<file path="src/rtl/lsh_pkg.sv">
package lsh_pkg;
    typedef enum logic [2:0] {
        ST_IDLE,
        ST_ALT,
        ST_LOAD,
        ST_SHIFT,
        ST_DONE
    } lsh_state_e;
endpackage

</file>
<file path="src/rtl/lsh_ctrl.sv">
module lsh_ctrl
    import lsh_pkg::*;
(
    input  logic       clk,
    input  logic       rst_n,
    input  logic       start,
    input  logic       cnt_nz,
    output lsh_state_e state,
    output logic       take,
    output logic       alt_ld,
    output logic       data_ld,
    output logic       step,
    output logic       done
);
    lsh_state_e nxt;

    always_comb begin
        nxt = state;
        unique case (state)
            ST_IDLE:  if (start) nxt = ST_ALT;
            ST_ALT:   nxt = ST_LOAD;
            ST_LOAD:  nxt = ST_SHIFT;
            ST_SHIFT: if (!cnt_nz) nxt = ST_DONE;
            ST_DONE:  nxt = ST_IDLE;
            default:  nxt = ST_IDLE;
        endcase
    end

    always_ff @(posedge clk or negedge rst_n) begin
        if (!rst_n) state <= ST_IDLE;
        else        state <= nxt;
    end

    always_comb begin
        take    = 1'b0;
        alt_ld  = 1'b0;
        data_ld = 1'b0;
        step    = 1'b0;
        done    = 1'b0;
        unique case (state)
            ST_IDLE:  take    = start;
            ST_ALT:   alt_ld  = 1'b1;
            ST_LOAD:  data_ld = 1'b1;
            ST_SHIFT: step    = cnt_nz;
            ST_DONE:  done    = 1'b1;
            default:  ;
        endcase
    end
endmodule

</file>
<file path="src/rtl/lsh_counter.sv">
module lsh_counter #(
    parameter int CNT_W = 5
) (
    input  logic             clk,
    input  logic             rst_n,
    input  logic             take,
    input  logic             alt_ld,
    input  logic             step,
    input  logic [CNT_W-1:0] imm_val,
    input  logic [CNT_W-1:0] reg_val,
    output logic [CNT_W-1:0] cnt,
    output logic             cnt_nz
);
    logic [CNT_W-1:0] reg_hold;

    assign cnt_nz = |cnt;

    always_ff @(posedge clk or negedge rst_n) begin
        if (!rst_n) begin
            cnt      <= '0;
            reg_hold <= '0;
        end else if (take) begin
            cnt      <= imm_val;
            reg_hold <= reg_val;
        end else if (alt_ld && !cnt_nz) begin
            cnt <= reg_hold;
        end else if (step) begin
            cnt <= cnt - CNT_W'(1);
        end
    end
endmodule

</file>
<file path="src/rtl/lsh_datapath.sv">
module lsh_datapath #(
    parameter int DATA_W = 32
) (
    input  logic              clk,
    input  logic              rst_n,
    input  logic              take,
    input  logic              data_ld,
    input  logic              step,
    input  logic [DATA_W-1:0] data_in,
    output logic [DATA_W-1:0] q
);
    logic [DATA_W-1:0] data_hold;
    logic [DATA_W-1:0] shifted;

    assign shifted[0] = 1'b0;
    for (genvar i = 1; i < DATA_W; i++) begin : g_lane
        assign shifted[i] = q[i-1];
    end

    always_ff @(posedge clk or negedge rst_n) begin
        if (!rst_n) begin
            data_hold <= '0;
            q         <= '0;
        end else begin
            if (take)         data_hold <= data_in;
            if (data_ld)      q <= data_hold;
            else if (step)    q <= shifted;
        end
    end
endmodule

</file>
<file path="src/rtl/bit_serial_lshift.sv">
module bit_serial_lshift
    import lsh_pkg::*;
#(
    parameter int DATA_W = 32,
    localparam int CNT_W = $clog2(DATA_W)
) (
    input  logic              clk,
    input  logic              rst_n,
    input  logic              start,
    input  logic [CNT_W-1:0]  imm_cnt,
    input  logic [CNT_W-1:0]  reg_cnt,
    input  logic [DATA_W-1:0] data_in,
    output logic [DATA_W-1:0] result,
    output logic              done,
    output logic              neqz
);
    lsh_state_e       state;
    logic [CNT_W-1:0] cnt;
    logic             cnt_nz, take, alt_ld, data_ld, step;

    lsh_ctrl u_ctrl (
        .clk(clk), .rst_n(rst_n), .start(start), .cnt_nz(cnt_nz),
        .state(state), .take(take), .alt_ld(alt_ld), .data_ld(data_ld),
        .step(step), .done(done)
    );

    lsh_counter #(.CNT_W(CNT_W)) u_cnt (
        .clk(clk), .rst_n(rst_n), .take(take), .alt_ld(alt_ld), .step(step),
        .imm_val(imm_cnt), .reg_val(reg_cnt), .cnt(cnt), .cnt_nz(cnt_nz)
    );

    lsh_datapath #(.DATA_W(DATA_W)) u_dp (
        .clk(clk), .rst_n(rst_n), .take(take), .data_ld(data_ld), .step(step),
        .data_in(data_in), .q(result)
    );

    assign neqz = cnt_nz;
endmodule

</file>
<file path="config.mk">
export PLATFORM = sky130hd
export DESIGN_NAME = bit_serial_lshift
export DESIGN_NICKNAME = d
export VERILOG_FILES = /design/src/rtl/lsh_pkg.sv /design/src/rtl/lsh_ctrl.sv /design/src/rtl/lsh_counter.sv /design/src/rtl/lsh_datapath.sv /design/src/rtl/bit_serial_lshift.sv
export SDC_FILE = /design/constraint.sdc
export NUM_CORES = 1
export LEC_CHECK = 0
export CAP_MARGIN = 40
export CORE_MARGIN = 2
export CORE_UTILIZATION = 53
export DETAILED_ROUTE_END_ITERATION = 8
export PLACE_DENSITY = 0.86
export RECOVER_POWER = 50
export SYNTH_ARGS = -nofsm -noshare
export SYNTH_HDL_FRONTEND = slang
export SYNTH_SLANG_ARGS = --single-unit
</file>
<file path="constraint.sdc">
create_clock -name clk -period 4.3 [get_ports clk]
set_input_delay 0.645 -clock clk [delete_from_list [all_inputs] [get_ports clk]]
set_output_delay 0.645 -clock clk [all_outputs]
set_load 0.005 [all_outputs]
</file>
-- Yosys cells after proc, flatten, opt, wreduce, memory -nomap -nowiden
Index checks and enable logic that the tools add are counted.
- $add $sub $neg: 1
- reductions and logical operators: 7
- multiplexer cells: 13
- equal/unequal tests: 6
- operators with widths (cell ; number):
    32-bit two-way mux ; 2
    5-bit two-way mux ; 3
    3-bit case mux with 4 select lines ; 1
    3-bit by 2-bit equality test with 1-bit output (second input constant) ; 2
    3-bit two-way mux ; 2
    1-bit two-way mux ; 5
    5-bit OR reduction ; 1
    5-bit by 1-bit subtractor with 5-bit output (second input constant) ; 1
    2-bit inequality test (second input constant) ; 2
    3-bit by 1-bit equality test with 1-bit output (second input constant) ; 1
    3-bit equality test (second input constant) ; 1
    3-bit logical NOT ; 1
    3-bit nonzero test ; 1
    2-bit AND reduction ; 1
    2-bit nonzero test ; 1
    1-bit logical AND ; 1
    1-bit logical NOT ; 1
- register bits after elaboration: 77
- output and inout bits: 34

-- Logic depth before layout (Yosys ltp)
- depth after elaboration: 5
- depth in mapped cells: 7
- depth with buffers taken out: 7

-- Cells and area by module
Synthesis repeated with hierarchy kept, for this count alone.
- cells, all modules: 273
- area total of the unflattened synthesis: 3614.7 sq um
- by module, submodules not included (module ; instances ; seq. area each (sq um) ; cells an instance ; area an instance (sq um)):
    lsh_datapath ; 1 ; 1601.5 ; 207 ; 2854.0
    lsh_counter ; 1 ; 250.2 ; 50 ; 576.8
    lsh_ctrl ; 1 ; 75.1 ; 16 ; 183.9

-- Worst setup path after synthesis
Ideal clock, no wire load.
- kind: input to register
- start: in start
- end: reg u_cnt.reg_hold[0]
- path slack: 2.558 ns
- required time: 4.175 ns
- arrival time: 1.617 ns
- cell stages on the path: 4
- cells stage by stage: nor4b_2 -> buf_2 -> buf_4 -> mux2_2
- longest elaborated chain between the ends: 1
- RTL lines (item ; RTL line ; RTL):
    from (decl) ; bit_serial_lshift.sv:9 ; input logic start,
    1-bit two-way mux ; lsh_ctrl.sv:40 ; unique case (state)
    to (signal assigned) ; lsh_counter.sv:24 ; reg_hold <= reg_val;
    to (decl) ; lsh_counter.sv:14 ; logic [CNT_W-1:0] reg_hold;
Every way passes these cells.
A chain may end at the register's enable or synchronous reset.

-- Final worst setup path
- start: reg u_cnt.cnt[0]
- end: out neqz
- longest elaborated chain between the ends: 1
- RTL lines (item ; RTL line ; RTL):
    from (decl) ; lsh_counter.sv:11 ; output logic [CNT_W-1:0] cnt,
    from (signal assigned) ; lsh_counter.sv:23 ; cnt <= imm_val;
    from (signal assigned) ; lsh_counter.sv:26 ; cnt <= reg_hold;
    from (signal assigned) ; lsh_counter.sv:28 ; cnt <= cnt - CNT_W'(1);
    5-bit OR reduction ; lsh_counter.sv:16 ; assign cnt_nz = |cnt;
    to (decl) ; bit_serial_lshift.sv:15 ; output logic neqz
Every way passes these cells.

==> results_dict.tcl <==
set metrics [dict create \
    cts_setup_buffers 0 \
    clkSinkCount 77 \
    numCtsBuffers 9 \
    syn_nets 318 \
    netlist_area_sq_um 3350 \
    cts_resized 0 \
    nets 397 \
    p_seq_share_pct 42.1 \
    portBuffers 78 \
    power_leakage_uw 0.00181 \
    grt-ovfl-total 0 \
    power_frac_comb_pct 42.3 \
    initial_core_util_pct 55.6 \
    finalWirelength_mm 6.80 \
    synth.distinct_cells 37 \
    status "finished with violations" \
    ir_worst_vdd_v 0.000430 \
    synth_xor_xnor_area_share_pct 0 \
    crit_type "reg2out" \
    finalWorstSetupSlack_ps 1440 \
    p_int_uw 2090 \
    clkTransAtPathRegs_ps 90 \
    die_x_um 83.5 \
    dp_hpwl_mm 4.55 \
    clockBufferDepth 2 \
    failed_checks "max-capacitance violations, max-slew violations" \
    yosysTopAreaCell "dfrtp_1" \
    first_pass_iters 4 \
    synth-compound-area-share_pct 8.78 \
    die_y_um 83.5 \
    timing.final.max_slew_violations 35 \
    hp-class "reg2reg" \
    htreeDepth 3 \
    final.setup.tns_ps 0 \
    hold_viol_final 0 \
    vias 2343 \
    synth.top_cells.by_area "dfrtp_1 58%, mux2_2 12%, mux2i_1 8.7%, a21oi_1 4.8%, nor2_1 3.7%" \
    ys.warnings.count 0 \
    fmax_mhz 350 \
    drt_iter0_drc 124 \
    track_usage_pct 20.5 \
    ys_ff_latch 77 \
    startpoint_type "flip-flop" \
    synth-seq-area-share_pct 57.5 \
    grt_pass1_vias 2336 \
    wire_per_inst_um 15.8 \
    diodes 0 \
    setup_violations 0 \
    tritoncts "yes" \
    drc 0 \
    switching_share_pct 35.5 \
    final_common_cell "dfrtp_1" \
    rsz0062_at_grt "no" \
    ctsRootBufferMaster "clkbuf_8" \
    fp.dieArea_sq_um 6970 \
    cts_hold_buf 0 \
    cp.required_ps 3650 \
    synthMuxAreaShare_pct 21.1 \
    finalCritPeriodShare_pct 66.5 \
    drive_above_1_share_pct 17.7 \
    synth_top_area_share_pct 57.5 \
    critPathMaxFanout 6 \
    synth_adder_area_share_pct 0.374 \
    ant_nets 0 \
    clock_skew_ps 7.35 \
    rows 28 \
    avgViaCountPerCell 5.44 \
    final_core_util_pct 72.8 \
    cp-end-kind "output port" \
    p_clk_share_pct 15.6 \
    layout_common_cells "77 x dfrtp_1, 73 x clkdlybuf4s50_1, 37 x mux2_2, 33 x nor2_1, 31 x a21oi_1" \
    synth_top_family_by_area "multiplexers" \
    ios 79 \
    clk-insertion-delay-late_ps 340 \
    synth-simple-area-share_pct 8.78 \
    grt_max_degree 60 \
    avgSynthCellArea_sq_um 12.3 \
    critical_path_arrival_ps 2210 \
    antenna_found_initial 0 \
    routabilityCongestion 0.797 \
    grt_pass1_wl_mm 11.4 \
    finalCriticalPeriod_ps 2860 \
    p_sw_uw 1150 \
    synthCells 272 \
    core_sq_um 6030 \
    tightest_slew_ps 1850 \
    area_delta_synth_final_pct 30.9 \
    relSlewSlack_pct -23.4 \
    maxCapViolations 1 \
    r2r_slack_ps 1950 \
    place_ws_ps 1830 \
    powerDensity_nw_per_um2 739 \
]
## cells by family (layout without fill, tap and decap cells)
group / count (synthesis) / in the layout
buf+inv: 21 / 105
flops: 77 / 77
simple gates: 57 / 57
fa+ha+maj: 1 / 1
compound gates: 50 / 50
mux: 66 / 66
## worst paths after layout
path	cells after the start	from	to
max reg2reg	3	u_ctrl.state[0]$_DFFE_PN0P_	u_cnt.reg_hold[1]$_DFFE_PN0P_
max in group asynchronous	1	rst_n	u_dp.q[19]$_DFFE_PN0P_
min	1	u_dp.data_hold[0]$_DFFE_PN0P_	u_dp.q[0]$_DFFE_PN0P_
min in group asynchronous	1	rst_n	u_dp.data_hold[26]$_DFFE_PN0P_
max	5	u_cnt.cnt[0]$_DFFE_PN0P_	neqz
min reg2reg	1	u_dp.data_hold[0]$_DFFE_PN0P_	u_dp.q[0]$_DFFE_PN0P_
## Yosys cell counts (all sizes together)
cell / n
dfrtp: 77
mux2: 37
nor2: 35
a21oi: 32
mux2i: 29
buf: 11
inv: 6
o21ai: 5
clkbuf: 4
nand2: 4
a22oi: 3
nor3: 3
nor3b: 3
a221oi: 2
and3: 2
nand2b: 2
nor4b: 2
a211oi: 1
a21o: 1
a221o: 1
a22o: 1
a311o: 1
a311oi: 1
a31oi: 1
ha: 1
nand3: 1
nand3b: 1
nor2b: 1
nor4: 1
o31a: 1
or3b: 1
or4: 1
## area by class of cell
type | count | area [sq um]
inverter | 6 | 22.5
fill | 423 | 1640
clock buffer | 9 | 124
tap | 75 | 93.8
sequential | 77 | 1930
multi-input combinational | 174 | 1320
timing repair buffer | 83 | 841
clock inverter | 7 | 58.8
## sequential cells by signal (all words and copies together), names as in the netlist
register        flops
u_cnt.cnt           5
u_ctrl.state        3
u_cnt.reg_hold      5
u_dp.q             32
u_dp.data_hold     32
## critical path, stage by stage, from the launching register on
cell and delay (ps):
dfrtp_1 400, inv_1 110, ha_1 220, nor4b_4 450
inv_1 190, clkdlybuf4s50_1 490
## power groups by stage
stage	clock network (uW)	registers, uW	logic (uW)
2_1_floorplan	0	1310	871
3_3_place_gp	0	1360	1310
3_5_place_dp	0	1380	1390
4_1_cts	513	1360	1400
5_1_grt	550	1410	1510
6_report	505	1360	1370
## routing by layer
metal  up-vias  routed length (um)  global-route usage, %
met4         0                 108                   8.36
met5         -                   0                      0
met2        67                3310                   32.2
li1       1132                   -                      -
met1      1137                3050                   27.6
met3         7                 329                   4.95
## metrics by stage
| stage | area [sq um] | power [uW] | hold WS [ps] | instances |
|---|---|---|---|---|
| finish | 4380 | 3240 | 498 | 431 |
| global route | 4380 | 3470 | 534 | 431 |
| CTS | 4410 | 3270 | 236 | 431 |
| detailed placement | 4220 | 2760 | 480 | 415 |
| global placement | 4180 | 2670 | 474 | 413 |
| floorplan | 3350 | 2180 | 349 | 272 |
(Power assumes the default switching activity.)
